## src/rtl/hpd_ctrl_pkg.sv

```systemverilog
package hpd_ctrl_pkg;

    typedef enum logic [1:0] {
        PH_INIT = 2'd0,
        PH_LOAD = 2'd1,
        PH_RUN  = 2'd2
    } phase_e;

    typedef enum logic [1:0] {
        IRQ_IDLE = 2'd0,
        IRQ_LOW  = 2'd1,
        IRQ_GAP  = 2'd2
    } irq_e;

    typedef struct packed {
        phase_e phase;
        logic   strap_ok;
        logic   strap_hi;
        logic   hpd;
        logic   sink;
        logic   chg;
        logic   hold;
    } ctrl_t;

endpackage

```

## src/rtl/hpd_presence_filter.sv

```systemverilog
module hpd_presence_filter #(
    parameter int SYNC_STAGES = 2,
    parameter int DEB_CYC     = 1000
) (
    input  logic clk,
    input  logic rst_n,
    input  logic raw_i,
    output logic level_o
);
    localparam int DCW = $clog2(DEB_CYC + 1);

    typedef struct packed {
        logic           level;
        logic [DCW-1:0] cnt;
    } deb_t;

    logic [SYNC_STAGES-1:0] sync_q;
    logic                   sync_last;
    deb_t                   deb_d, deb_q;

    for (genvar g = 0; g < SYNC_STAGES; g++) begin : g_sync
        if (g == 0) begin : g_first
            always_ff @(posedge clk or negedge rst_n) begin
                if (!rst_n) sync_q[0] <= 1'b0;
                else        sync_q[0] <= raw_i;
            end
        end else begin : g_rest
            always_ff @(posedge clk or negedge rst_n) begin
                if (!rst_n) sync_q[g] <= 1'b0;
                else        sync_q[g] <= sync_q[g-1];
            end
        end
    end

    assign sync_last = sync_q[SYNC_STAGES-1];

    always_comb begin
        deb_d = deb_q;
        if (sync_last == deb_q.level) begin
            deb_d.cnt = '0;
        end else if (deb_q.cnt == DCW'(DEB_CYC - 1)) begin
            deb_d.level = sync_last;
            deb_d.cnt   = '0;
        end else begin
            deb_d.cnt = deb_q.cnt + 1'b1;
        end
    end

    always_ff @(posedge clk or negedge rst_n) begin
        if (!rst_n) deb_q <= '0;
        else        deb_q <= deb_d;
    end

    assign level_o = deb_q.level;


    level_flip_chk: assert property (@(posedge clk) disable iff (!rst_n)
        (deb_q.level != $past(deb_q.level)) |-> ($past(sync_last) == deb_q.level));


    deb_cnt_range_chk: assert property (@(posedge clk) disable iff (!rst_n)
        deb_q.cnt < DCW'(DEB_CYC));

endmodule

```

## src/rtl/hpd_irq_pulse.sv

```systemverilog
module hpd_irq_pulse
    import hpd_ctrl_pkg::*;
#(
    parameter int IRQ_CYC = 37500
) (
    input  logic clk,
    input  logic rst_n,
    input  logic req_i,
    output logic low_o
);
    localparam int ICW = $clog2(IRQ_CYC + 1);

    typedef struct packed {
        irq_e           st;
        logic           pend;
        logic [ICW-1:0] cnt;
    } irq_t;

    irq_t irq_d, irq_q;
    logic at_end;

    assign at_end = (irq_q.cnt == ICW'(IRQ_CYC - 1));

    always_comb begin
        irq_d = irq_q;
        unique case (irq_q.st)
            IRQ_IDLE: begin
                if (req_i) begin
                    irq_d.st  = IRQ_LOW;
                    irq_d.cnt = '0;
                end
            end
            IRQ_LOW: begin
                if (req_i) irq_d.pend = 1'b1;
                if (at_end) begin
                    irq_d.st  = IRQ_GAP;
                    irq_d.cnt = '0;
                end else begin
                    irq_d.cnt = irq_q.cnt + 1'b1;
                end
            end
            IRQ_GAP: begin
                if (req_i) irq_d.pend = 1'b1;
                if (at_end) begin
                    irq_d.cnt = '0;
                    if (irq_q.pend || req_i) begin
                        irq_d.st   = IRQ_LOW;
                        irq_d.pend = 1'b0;
                    end else begin
                        irq_d.st = IRQ_IDLE;
                    end
                end else begin
                    irq_d.cnt = irq_q.cnt + 1'b1;
                end
            end
            default: irq_d = '0;
        endcase
    end

    always_ff @(posedge clk or negedge rst_n) begin
        if (!rst_n) irq_q <= '0;
        else        irq_q <= irq_d;
    end

    assign low_o = (irq_q.st == IRQ_LOW);


    irq_start_cause_chk: assert property (@(posedge clk) disable iff (!rst_n)
        $rose(low_o) |-> ($past(req_i) || $past(irq_q.pend)));


    irq_gap_chk: assert property (@(posedge clk) disable iff (!rst_n)
        $fell(low_o) |=> !low_o);


    irq_len_chk: assert property (@(posedge clk) disable iff (!rst_n)
        irq_q.cnt < ICW'(IRQ_CYC));

endmodule

```

## src/rtl/hpd_sink_ctrl.sv

```systemverilog
module hpd_sink_ctrl
    import hpd_ctrl_pkg::*;
#(
    parameter int SYNC_STAGES = 2,
    parameter int DEB_CYC     = 1000,
    parameter int IRQ_CYC     = 37500
) (
    input  logic clk,
    input  logic rst_n,
    input  logic init_done_i,
    input  logic mon_present_i,
    input  logic mode_strap_i,
    input  logic link_ok_i,
    input  logic port_chg_clr_i,
    output logic hpd_o,
    output logic sink_count_o,
    output logic port_chg_o,
    output logic video_hold_o
);
    ctrl_t ctrl_d, ctrl_q;
    logic  det_lvl;
    logic  irq_req;
    logic  irq_low;

    hpd_presence_filter #(
        .SYNC_STAGES(SYNC_STAGES),
        .DEB_CYC    (DEB_CYC)
    ) i_filter (
        .clk    (clk),
        .rst_n  (rst_n),
        .raw_i  (mon_present_i),
        .level_o(det_lvl)
    );

    hpd_irq_pulse #(
        .IRQ_CYC(IRQ_CYC)
    ) i_pulse (
        .clk  (clk),
        .rst_n(rst_n),
        .req_i(irq_req),
        .low_o(irq_low)
    );

    always_comb begin
        ctrl_d  = ctrl_q;
        irq_req = 1'b0;

        if (!ctrl_q.strap_ok) begin
            ctrl_d.strap_ok = 1'b1;
            ctrl_d.strap_hi = mode_strap_i;
        end

        unique case (ctrl_q.phase)
            PH_INIT: begin
                if (ctrl_q.strap_ok && init_done_i) begin
                    ctrl_d.phase = PH_LOAD;
                    ctrl_d.sink  = det_lvl;
                end
            end
            PH_LOAD: begin
                ctrl_d.phase = PH_RUN;
                ctrl_d.hpd   = ctrl_q.strap_hi ? det_lvl : 1'b1;
            end
            PH_RUN: begin
                if (ctrl_q.strap_hi) begin
                    ctrl_d.hpd  = det_lvl;
                    ctrl_d.sink = det_lvl;
                end else if (det_lvl != ctrl_q.sink) begin
                    ctrl_d.sink = det_lvl;
                    irq_req     = 1'b1;
                end
            end
            default: ctrl_d.phase = PH_INIT;
        endcase

        if (irq_req)             ctrl_d.chg = 1'b1;
        else if (port_chg_clr_i) ctrl_d.chg = 1'b0;

        ctrl_d.hold = !((ctrl_q.phase == PH_RUN) && ctrl_q.hpd && link_ok_i);
    end

    always_ff @(posedge clk or negedge rst_n) begin
        if (!rst_n) begin
            ctrl_q       <= '0;
            ctrl_q.phase <= PH_INIT;
            ctrl_q.hold  <= 1'b1;
        end else begin
            ctrl_q <= ctrl_d;
        end
    end

    assign hpd_o        = ctrl_q.hpd && !irq_low;
    assign sink_count_o = ctrl_q.sink;
    assign port_chg_o   = ctrl_q.chg;
    assign video_hold_o = ctrl_q.hold;


    hpd_init_low_chk: assert property (@(posedge clk) disable iff (!rst_n)
        (ctrl_q.phase != PH_RUN) |-> !hpd_o);


    chg_sticky_chk: assert property (@(posedge clk) disable iff (!rst_n)
        (port_chg_o && !port_chg_clr_i) |=> port_chg_o);


    follow_presence_chk: assert property (@(posedge clk) disable iff (!rst_n)
        (ctrl_q.phase == PH_RUN && ctrl_q.strap_hi) |=> (hpd_o == $past(det_lvl)));


    strap_fixed_chk: assert property (@(posedge clk) disable iff (!rst_n)
        (ctrl_q.strap_ok && $past(ctrl_q.strap_ok)) |-> $stable(ctrl_q.strap_hi));


    hold_release_chk: assert property (@(posedge clk) disable iff (!rst_n)
        !video_hold_o |-> ($past(link_ok_i) && ctrl_q.phase == PH_RUN));


    no_irq_high_chk: assert property (@(posedge clk) disable iff (!rst_n)
        (ctrl_q.strap_ok && ctrl_q.strap_hi) |-> (!irq_low && !irq_req));

endmodule

```

## config.mk

```make
export PLATFORM = sky130hd
export DESIGN_NAME = hpd_sink_ctrl
export DESIGN_NICKNAME = d
export VERILOG_FILES = /design/src/rtl/hpd_ctrl_pkg.sv /design/src/rtl/hpd_presence_filter.sv /design/src/rtl/hpd_irq_pulse.sv /design/src/rtl/hpd_sink_ctrl.sv
export SDC_FILE = /design/constraint.sdc
export NUM_CORES = 1
export LEC_CHECK = 0
export BUFFER_PORTS_ARGS = -buffer_cell sky130_fd_sc_hd__buf_4
export CAP_MARGIN = 20
export CORE_MARGIN = 8
export CORE_UTILIZATION = 54
export CTS_CLUSTER_SIZE = 25
export DETAILED_ROUTE_END_ITERATION = 16
export HOLD_SLACK_MARGIN = 0.02
export PLACE_DENSITY_LB_ADDON = 0.15
export SLEW_MARGIN = 20
export SYNTH_ARGS = -nofsm -noshare
export SYNTH_HDL_FRONTEND = slang
export SYNTH_SLANG_ARGS = --single-unit
```

## constraint.sdc

```tcl
create_clock -name clk -period 1.81 [get_ports clk]
set_input_delay 0.0905 -clock clk [delete_from_list [all_inputs] [get_ports clk]]
set_output_delay 0.0905 -clock clk [all_outputs]
set_load 0.01 [all_outputs]
```

==> flow_summary.json, run 1 <==
{
  "synth.distinct_cells": 45,
  "crit_chain": "inv_2 > ha_2 > or2_2 > or2_2 > a211oi_2 > o2bb2ai_1",
  "relSlewSlack_pct": 66.36,
  "synth_area_leaders": "dfrtp_1 (46%), ha_1 (3.5%), nand4_1 (3.0%)",
  "dp_slack_ps": 25.42,
  "final_area_sq_um": 2570,
  "cp_slowest_cell": "dfrtp_1",
  "vias": 1746,
  "async_flop_share_pct": 100.0,
  "fillCellCount": 281,
  "antenna_found_initial": 0,
  "fin_setup_tns_ps": 0,
  "ant_nets": 0,
  "clkTransAtPathRegs_ps": 70,
  "skew_ps": 9.165,
  "drtPass1Iterations": 4,
  "worstMarginPinSlew_ps": 504.6,
  "yosysTopAreaCell": "dfrtp_1",
  "cts_tree": "yes",
  "switching_power_mw": 0.4176,
  "fmax_mhz": 571.8,
  "p_int_mw": 1.529,
  "numClockSinks": 40,
  "status": "completed",
  "critical_path_peak_fanout": 4,
  "numCtsBuffers": 5,
  "drv_slew": 0,
  "finalSetupViolCount": 0,
  "worstHoldPathType": "input port to flip-flop",
  "dp_hpwl_mm": 3.168,
  "seqPwrFrac_pct": 49.4,
  "cp_data_required_time_ps": 2020,
  "ys_seq_area_share_pct": 47.34,
  "startpoint_type": "flip-flop",
  "period_share_pct": 96.62,
  "start_util_pct": 56.97,
  "rows": 22,
  "crit_path_end_kind": "flip-flop",
  "clock_latency_ps": 290,
  "die_h_microns": 78.62,
  "htreeDepth": 2,
  "grt_usage_pct": 15.01,
  "cts_buffer_depth": 2,
  "vias_per_cell": 5.899,
  "root_buffer": "clkbuf_8",
  "drtIter0Drc": 138,
  "drive_gt1_share_pct": 22.98,
  "yosys.area.top_type_share_pct": 46.10,
  "ys.flop_type": "dfrtp_1",
  "avgSynthCellArea_sq_um": 9.847,
  "grt_max_degree": 41,
  "layout.cells.non_filler": 296,
  "p_sw_share_pct": 21.45,
  "wl_mm": 4.487,
  "nets": 260,
  "grt_pass1_wl_mm": 7.631,
  "p_comb_share_pct": 10.7,
  "pwr-share-clk_pct": 39.9,
  "port_buffers": 10,
  "period_needed_ps": 1749,
  "fin_util_pct": 69.16,
  "cp_slowest_stage_delay_ps": 400,
  "hold_slack_ps": 36.37,
  "overflow": 0,
  "synthesis.nets": 228,
  "postPlaceCellArea_sq_um": 2362,
  "fin_ws_ps": 61.22,
  "synth_seq_cells": 40,
  "coreArea_sq_um": 3716,
  "cp.arrival_ps": 1960,
  "drc_errors": 0,
  "peakVddDrop_v": 0.0006351,
  "place.gp.congestion": 0.8426,
  "path_class": "flip-flop to flip-flop",
  "power_density_nw_per_um2": 757.6,
  "p_leak_nw": 1.135,
  "hold_viol": 0,
  "ios": 11,
  "first_global_vias": 1781,
  "rsz0062_at_grt": "yes",
  "syn2layout_area_growth_pct": 21.39,
  "synth_edf_count": 0,
  "maxCapViolCount": 0,
  "diodes": 0,
  "cp_common_cell": "or2_2",
  "wl_per_cell_microns": 15.16,
  "dp_cells": 284,
  "die_w_microns": 78.62,
  "syn_area_sq_um": 2117,
  "dieArea_sq_um": 6180,
  "syn_inst": 215,
  "power.total_mw": 1.947,
  "yosys_warnings": 0
}
-- state kept, by name, indices dropped and copies added, names as in the netlist --
signal              cells
i_pulse.irq_q          19
i_filter.deb_q         10
ctrl_q                  5
i_filter.level_o        1
i_filter.sync_last      1
i_filter.sync_q         1
port_chg_o              1
sink_count_o            1
video_hold_o            1
-- cells in the mapped netlist, types with 2 or more instances --
master,count
o21ai_0,11
o22ai_1,5
and3_1,7
or2_2,2
xnor2_1,6
buf_2,2
a21oi_1,9
nor3_1,6
nor2_1,12
nand2b_1,4
inv_1,13
a41oi_1,2
and2_1,3
o2bb2ai_1,2
or3_1,3
nand3_1,10
nor2b_1,2
dfrtp_1,39
a31oi_1,6
nand2_1,13
ha_1,6
o31ai_1,3
a32oi_1,2
a211oi_1,3
and4_1,3
or4_1,2
nand4_1,10
mux2_2,3
mux2i_1,2
xor2_1,4
clkbuf_1,6
-- cell families after synthesis --
family	after synthesis	share of synthesized area, %
AOI/OAI and AO/OA	47	14.24
xor gates and xnor gates	11	4.905
adders and majority gates	6	3.546
buffers and inverters	21	3.842
DFF	40	47.34
muxes	5	2.541
other	1	0.1771
and+or+nand+nor	84	23.40
-- layout make-up --
class,instances,area [sq um],area share (%)
clock buffers,7,96.34,3.749
clock inverters,1,30.03,1.168
well taps,48,60.06,2.337
inverters,13,48.80,1.899
flip-flops and latches,40,1002,39.00
multi-input cells,154,1071,41.67
repair buffers,33,261.5,10.18
-- worst max-delay path: cells and delay by family, from the launching register on --
family                   cells  cell delay [ps]
buffers and inverters        1               70
adder cells (fa/ha/maj)      1              210
flip-flops                   1              400
AND/OR/NAND/NOR              2              610
AO/OA/AOI/OAI                2              390
-- metal layers --
layer | wire [microns] | vias up | GRT usage [%]
met5 | 0 | - | 0
met1 | 2007 | 870 | 17.57
li1 | - | 843 | -
met3 | 144 | 3 | 3.759
met2 | 2295 | 30 | 26.51
met4 | 40 | 0 | 4.074
-- final timing paths --
kind                               startpoint            endpoint  slack, ps  depth (start not counted)
min in group asynchronous               rst_n    i_pulse.irq_q[7]        310                          2
min reg2reg                i_filter.sync_q[0]  i_filter.sync_last        360                          0
max in group asynchronous               rst_n        video_hold_o       1130                          2
min                              mode_strap_i           ctrl_q[4]         40                          2
max                         i_pulse.irq_q[17]   i_pulse.irq_q[17]         60                          6
max reg2reg                 i_pulse.irq_q[17]   i_pulse.irq_q[17]         60                          6
-- power by group through the flow --
stage | clock network [mW] | registers [mW] | logic, mW
after global routing | 0.828 | 0.965 | 0.232
after floorplan | 0 | 0.983 | 0.100
after detailed placement | 0 | 0.979 | 0.201
after CTS | 0.798 | 0.961 | 0.208
final | 0.777 | 0.961 | 0.209
after global placement | 0 | 0.974 | 0.197
-- cells in the final DEF, fill, tap and decap left out, types with 2 or more instances in the layout --
master	n
dfrtp_1	39
a31oi_1	6
nand2_1	13
mux2_2	3
nand4_1	10
a41oi_1	2
o22ai_1	5
nor3_1	6
nor2b_1	2
inv_2	2
mux2i_1	2
ha_2	2
nand2b_1	4
ha_1	4
or2_2	2
a211oi_1	2
inv_1	11
and4_1	3
o2bb2ai_1	2
o21ai_0	11
nand3_1	10
a32oi_1	2
and2_1	3
or4_1	2
or3_1	3
nor2_1	12
a21oi_1	9
xor2_1	4
xnor2_1	6
buf_4	28
and3_1	7
clkbuf_8	7
dlygate4sd3_1	4
o31ai_1	3
-- what timing repair did --
action                                 in CTS  in global routing
resized for setup                           1                  9
pin swaps                                   0                  1
setup buffers                               0                  0
hold buffers                                4                  0
cloned                                      0                  0
setup endpoints to repair                   1                 19
endpoints found under the hold margin      42                  0
Note: power is estimated with default switching activity, not from simulation.
==> run 2: changes to the inputs <==
Settings changed: ABC_AREA from default to 1.
==> run 2 against run 1 <==
Sequential cell count stayed put. Highest routed layer unchanged. Final cell count is 17% higher. Utilization is 6.7 points lower. Area after synthesis is 3.5% higher. Critical path depth is 2 higher. Clock-buffer cell count is 1 lower. First-iteration DRC count is 14% lower. Power is 8.2% lower. Sequential share of layout area is 1.7 points higher. Combinational power is 12% lower.
==> flow_summary.json, run 2 <==
{
  "yosys_warnings": 0,
  "place.gp.congestion": 0.8989,
  "p_leak_nw": 1.142,
  "numCtsBuffers": 5,
  "pwr-share-clk_pct": 35.4,
  "p_comb_share_pct": 10.2,
  "die_h_microns": 79.70,
  "yosys-top-cells-count": "nand2_1 (62), dfrtp_1 (39), nor2_1 (35)",
  "ios": 11,
  "critical_path_peak_fanout": 6,
  "grt_usage_pct": 14.48,
  "clkTransAtPathRegs_ps": 80,
  "seqPwrFrac_pct": 54.4,
  "synth_seq_cells": 40,
  "cp_slowest_cell": "dfrtp_1",
  "fmax_mhz": 631.6,
  "numClockSinks": 40,
  "maxCapViolCount": 0,
  "avgSynthCellArea_sq_um": 7.967,
  "vias_per_cell": 5.040,
  "startpoint_type": "flip-flop",
  "critPathTopFamily": "simple AND/OR/NAND/NOR gates",
  "diodes": 0,
  "grt_pass1_wl_mm": 7.327,
  "switching_power_mw": 0.4628,
  "overflow": 0,
  "ys.flop_type": "dfrtp_1",
  "grt_max_degree": 41,
  "cp_slowest_stage_delay_ps": 410,
  "synth.distinct_cells": 28,
  "dp_hpwl_mm": 2.957,
  "period_needed_ps": 1583,
  "cp_data_required_time_ps": 1990,
  "cts_buffer_depth": 2,
  "fillCellCount": 325,
  "crit_chain": "ha_1 > inv_1 > nor2_1 > nand2_1 > nor2_2 > nand2_2 > a21oi_4 > nor2_1",
  "worstHoldPathType": "input port to flip-flop",
  "ys_seq_area_share_pct": 45.75,
  "rows": 23,
  "mostFrequentLayoutCells": "nand2_1 (62), dfrtp_1 (39), nor2_1 (35)",
  "synthesis.nets": 288,
  "die_w_microns": 79.70,
  "p_int_mw": 1.325,
  "dp_cells": 333,
  "reg_top3": "i_pulse.irq_q: 19 flops, i_filter.deb_q: 10 flops, ctrl_q: 5 flops",
  "syn_area_sq_um": 2191,
  "async_flop_share_pct": 100.0,
  "hold_viol": 0,
  "drtIter0Drc": 118,
  "regMostFlops": "i_pulse.irq_q",
  "synth_area_leaders": "dfrtp_1 (45%), nand2_1 (11%), nor2_1 (6.0%)",
  "nets": 308,
  "final_common_cell": "nand2_1",
  "crit_path_end_kind": "flip-flop",
  "fin_util_pct": 62.49,
  "peakVddDrop_v": 0.0004173,
  "p_sw_share_pct": 25.88,
  "hold_slack_ps": 55.11,
  "coreArea_sq_um": 3943,
  "clock_latency_ps": 290,
  "layout.cells.non_filler": 346,
  "drv_slew": 0,
  "start_util_pct": 55.57,
  "postPlaceCellArea_sq_um": 2316,
  "wl_mm": 4.040,
  "wl_per_cell_microns": 11.68,
  "largest_reg_flops": 19,
  "power_density_nw_per_um2": 725.7,
  "finalSetupViolCount": 0,
  "yosysTopAreaCell": "dfrtp_1",
  "syn2layout_area_growth_pct": 12.45,
  "first_global_vias": 1637,
  "path_class": "flip-flop to flip-flop",
  "antenna_found_initial": 0,
  "yosysMostFrequentCell": "nand2_1",
  "period_share_pct": 87.47,
  "port_buffers": 10,
  "yosys.area.top_type_share_pct": 44.55,
  "cts_tree": "yes",
  "worst-path-buf-inv": 1,
  "ant_nets": 0,
  "drc_errors": 0,
  "multi_input_area_sq_um": 1040,
  "fin_setup_tns_ps": 0,
  "skew_ps": 4.882,
  "cp_common_cell": "nor2_1",
  "vias": 1744,
  "seqCellArea_sq_um": 1002,
  "cp.arrival_ps": 1760,
  "drtPass1Iterations": 5,
  "htreeDepth": 2,
  "syn_inst": 275,
  "dieArea_sq_um": 6351,
  "root_buffer": "clkbuf_8",
  "final_area_sq_um": 2464,
  "status": "completed",
  "rsz0062_at_grt": "no",
  "drive_gt1_share_pct": 17.23,
  "synth_edf_count": 0
}
## run 2: cell types whose count changed after synthesis, sizes merged, moves of 5 or more
cell,previous run,this run
nand2,13,73
nor2,12,44
inv,13,33
nand3,10,24
and3,7,0
xor2,5,12
a31oi,6,0
xnor2,6,0
clkbuf,6,1
o22ai,5,0
## run 2: final timing paths
kind / slack (ps) / startpoint / end / cells past startpoint
worst max-delay path: 230 / i_pulse.irq_q[0] / i_pulse.irq_q[15] / 8
worst min-delay path: 60 / init_done_i / ctrl_q[6] / 3
worst max register to register: 230 / i_pulse.irq_q[0] / i_pulse.irq_q[15] / 8
worst min register to register: 360 / i_filter.sync_q[0] / i_filter.sync_last / 0
max in group asynchronous: 1150 / rst_n / video_hold_o / 2
min in group asynchronous: 300 / rst_n / i_filter.deb_q[7] / 2
## run 2: logic make-up (layout without fill, tap and decap cells)
family / Yosys count / count (layout) / synth area share (%)
flip-flops: 40 / 40 / 45.75
multiplexers: 1 / 1 / 0.5140
buffers and inverters: 37 / 58 / 6.796
other: 1 / 1 / 0.1712
adder cells (fa/ha/maj): 6 / 6 / 3.427
XOR/XNOR: 12 / 12 / 4.797
AND/OR/NAND/NOR: 158 / 158 / 33.47
AO/OA/AOI/OAI: 20 / 20 / 5.082
## run 2: through the flow
step | worst slack (ps) | power (mW)
2_1_floorplan | 456.3 | 1.089
3_3_place_gp | 277.6 | 1.161
3_5_place_dp | 247.6 | 1.169
4_1_cts | 231.5 | 1.812
5_1_grt | 129.2 | 1.877
6_report | 226.8 | 1.788
## run 2: worst min-delay path, stage by stage
cell     delay (ps)
buf_4           100
nand2_1          70
nor3_1           50
## run 2: what timing repair did
item	in CTS	in global routing
gates resized for setup	0	0
endpoints found under the hold margin	43	0
hold buffers	5	0
setup buffers	0	0
## run 2: routing by layer
| layer | track usage, % | share of wire (%) | up-vias |
|---|---|---|---|
| li1 | - | - | 902 |
| met3 | 4.842 | 5.7 | 5 |
| met2 | 20.95 | 44 | 39 |
| met1 | 19.53 | 49 | 798 |
| met5 | 0 | 0 | - |
| met4 | 5.185 | 1.4 | 0 |
## run 2: area by class of cell
type                            instances  share of cell area, %
Clock buffer                            6                  3.352
Multi-Input combinational cell        198                  42.20
Timing Repair Buffer                   16                  5.383
Inverter                               34                  5.231
Clock inverter                          2                 0.6094
Tap cell                               50                  2.539
Sequential cell                        40                  40.68
## run 2: power groups by stage
stage	Clock, mW	Combinational [mW]	Sequential [mW]
after global routing	0.690	0.209	0.978
after floorplan	0	0.104	0.985
after CTS	0.652	0.187	0.973
final	0.633	0.183	0.972
after global placement	0	0.173	0.988
after detailed placement	0	0.178	0.991
==> run 3: changes to the inputs <==
==> constraint.sdc (replaced) <==
create_clock -name clk -period 1.4 [get_ports clk]
set_input_delay 0.07 -clock clk [delete_from_list [all_inputs] [get_ports clk]]
set_output_delay 0.07 -clock clk [all_outputs]
set_load 0.1 [all_outputs]
==> run 3 against run 2 <==
The flow now finishes with violations (negative setup slack). Worst hold slack improved by 220 ps. Clock-buffer cell count fell by 1. Largest power group unchanged. Global-route usage increased by 1.4 points. Die area unchanged. Combinational power grew to 2.7 times the previous value. Critical path depth stayed put. Final area rose by 17%. Highest routed layer unchanged. Critical path type unchanged.
==> flow_summary.json, run 3 (synthesis gave the netlist of run 2 again) <==
{
  "crit_path_end_kind": "flip-flop",
  "final_area_sq_um": 2878,
  "violations": "negative setup slack",
  "clkTransAtPathRegs_ps": 90,
  "path_class": "flip-flop to flip-flop",
  "port_buffers": 10,
  "fin_ws_ps": -23.36,
  "ios": 11,
  "vias_per_cell": 5.167,
  "cts_tree": "yes",
  "htreeDepth": 2,
  "dieArea_sq_um": 6351,
  "nets": 340,
  "clock_latency_ps": 300,
  "syn2layout_area_growth_pct": 31.35,
  "dp_hpwl_mm": 3.237,
  "grt_pass1_wl_mm": 8.045,
  "startpoint_type": "flip-flop",
  "rows": 23,
  "status": "finished, violations left",
  "numCtsBuffers": 5,
  "numClockSinks": 40,
  "coreArea_sq_um": 3943,
  "worstHoldPathType": "input port to asynchronous set/reset pin",
  "root_buffer": "clkbuf_8",
  "cp_data_required_time_ps": 1640,
  "peakVddDrop_v": 0.0006960,
  "power.total_mw": 2.742,
  "postPlaceCellArea_sq_um": 2477,
  "maxCapViolCount": 0,
  "critical_path_peak_fanout": 6,
  "rsz0062_at_grt": "yes",
  "grt_usage_pct": 15.84,
  "wl_mm": 4.929,
  "die_w_microns": 79.70,
  "hold_slack_ps": 270.6,
  "period_needed_ps": 1423,
  "grt_max_degree": 41,
  "vias": 1953,
  "die_h_microns": 79.70,
  "period_share_pct": 101.7,
  "mostFrequentLayoutCells": "nand2_1 (59), dfrtp_1 (38), buf_4 (37)",
  "worstMarginPinSlew_ps": 500.6,
  "cts_buffer_depth": 2,
  "drtPass1Iterations": 4,
  "fmax_mhz": 702.6,
  "drc_errors": 0,
  "power_density_nw_per_um2": 953.0,
  "ant_nets": 0,
  "place.gp.congestion": 0.8396,
  "diodes": 0,
  "fillCellCount": 300,
  "overflow": 0,
  "drtIter0Drc": 149,
  "antenna_found_initial": 0,
  "cp.arrival_ps": 1660,
  "skew_ps": 9.258,
  "hold_viol": 0,
  "finalSetupViolCount": 7,
  "start_util_pct": 55.57,
  "wl_per_cell_microns": 13.04,
  "largest_reg_flops": 19,
  "first_global_vias": 1870,
  "reg_top3": "i_pulse.irq_q: 19 flops, i_filter.deb_q: 10 flops, ctrl_q: 5 flops",
  "final_common_cell": "nand2_1",
  "p_leak_nw": 1.333,
  "drv_slew": 0,
  "regMostFlops": "i_pulse.irq_q",
  "drive_gt1_share_pct": 30.49,
  "relSlewSlack_pct": 66.63
}
[run 3: cell types whose count changed in the layout (fill, tap and decap cells not counted), moves of 3 or more]
| cell | previous run | this run |
|---|---|---|
| buf_6 | 0 | 3 |
| nor2_1 | 35 | 31 |
| nor2_4 | 2 | 5 |
| ha_4 | 0 | 3 |
| inv_1 | 28 | 25 |
| buf_4 | 11 | 37 |
| nand2_1 | 62 | 59 |
| ha_1 | 6 | 2 |
[run 3: worst max-delay path, cell delays in order, from the launching register on]
cell and delay (ps):
dfrtp_1 530, nand3_2 160, nor2_4 230, nand2_2 80, nor2_2 100, nand2_1 60, nand2_1 50, nand2_1 50
nor2_2 100
[run 3: repair_timing]
item	CTS	global route
setup buffers	3	7
gates cloned	0	1
resized for setup	9	26
pin swaps	10	11
endpoints found under the setup margin	8	23
hold endpoints to repair	44	0
hold buffers	6	0
[run 3: final timing paths]
path | from | to | slack (ps) | cells after the start
hold / removal | rst_n | i_pulse.irq_q[6] | 270 | 2
hold reg to reg | i_filter.sync_q[0] | i_filter.sync_last | 360 | 0
max in group asynchronous | rst_n | sink_count_o | 740 | 2
setup / recovery | i_pulse.irq_q[2] | i_pulse.irq_q[12] | -20 | 8
setup reg to reg | i_pulse.irq_q[2] | i_pulse.irq_q[12] | -20 | 8
min in group clk | i_filter.sync_q[0] | i_filter.sync_last | 360 | 0
[run 3: metal layers]
metal | routed length [microns] | vias to the layer above | global-route usage (%) | part of all wire, %
li1 | - | 970 | - | -
met1 | 2121 | 923 | 18.55 | 43
met2 | 2470 | 50 | 27.47 | 50
met3 | 264 | 10 | 3.829 | 5.4
met4 | 72 | 0 | 5.370 | 1.5
met5 | 0 | - | 0 | 0
[run 3: stage by stage]
| stage | instances | worst slack [ps] | util [%] | TNS, ps |
|---|---|---|---|---|
| 2_1_floorplan | 275 | -6.781 | - | -11.75 |
| 3_3_place_gp | 353 | 33.36 | 62.84 | 0 |
| 3_5_place_dp | 353 | -8.379 | 62.84 | -8.379 |
| 4_1_cts | 370 | -68.21 | 68.42 | -415.7 |
| 5_1_grt | 378 | -148.0 | 72.99 | -1639 |
| 6_report | 378 | -23.36 | 72.99 | -113.2 |
[run 3: report_power, final]
part	internal (mW)	switching (mW)	total, mW
Sequential	1.21	0.0398	1.25
Clock	0.537	0.452	0.989
Combinational	0.183	0.316	0.500
[run 3: final cells by class]
cell class / instances / area (sq um) / share of cell area [%]
Clock inverter: 3 / 46.29 / 1.609
Inverter: 34 / 131.4 / 4.565
Timing Repair Buffer: 47 / 391.6 / 13.61
Clock buffer: 5 / 68.82 / 2.391
Tap cell: 50 / 62.56 / 2.174
Sequential cell: 40 / 1006 / 34.96
Multi-Input combinational cell: 199 / 1171 / 40.70
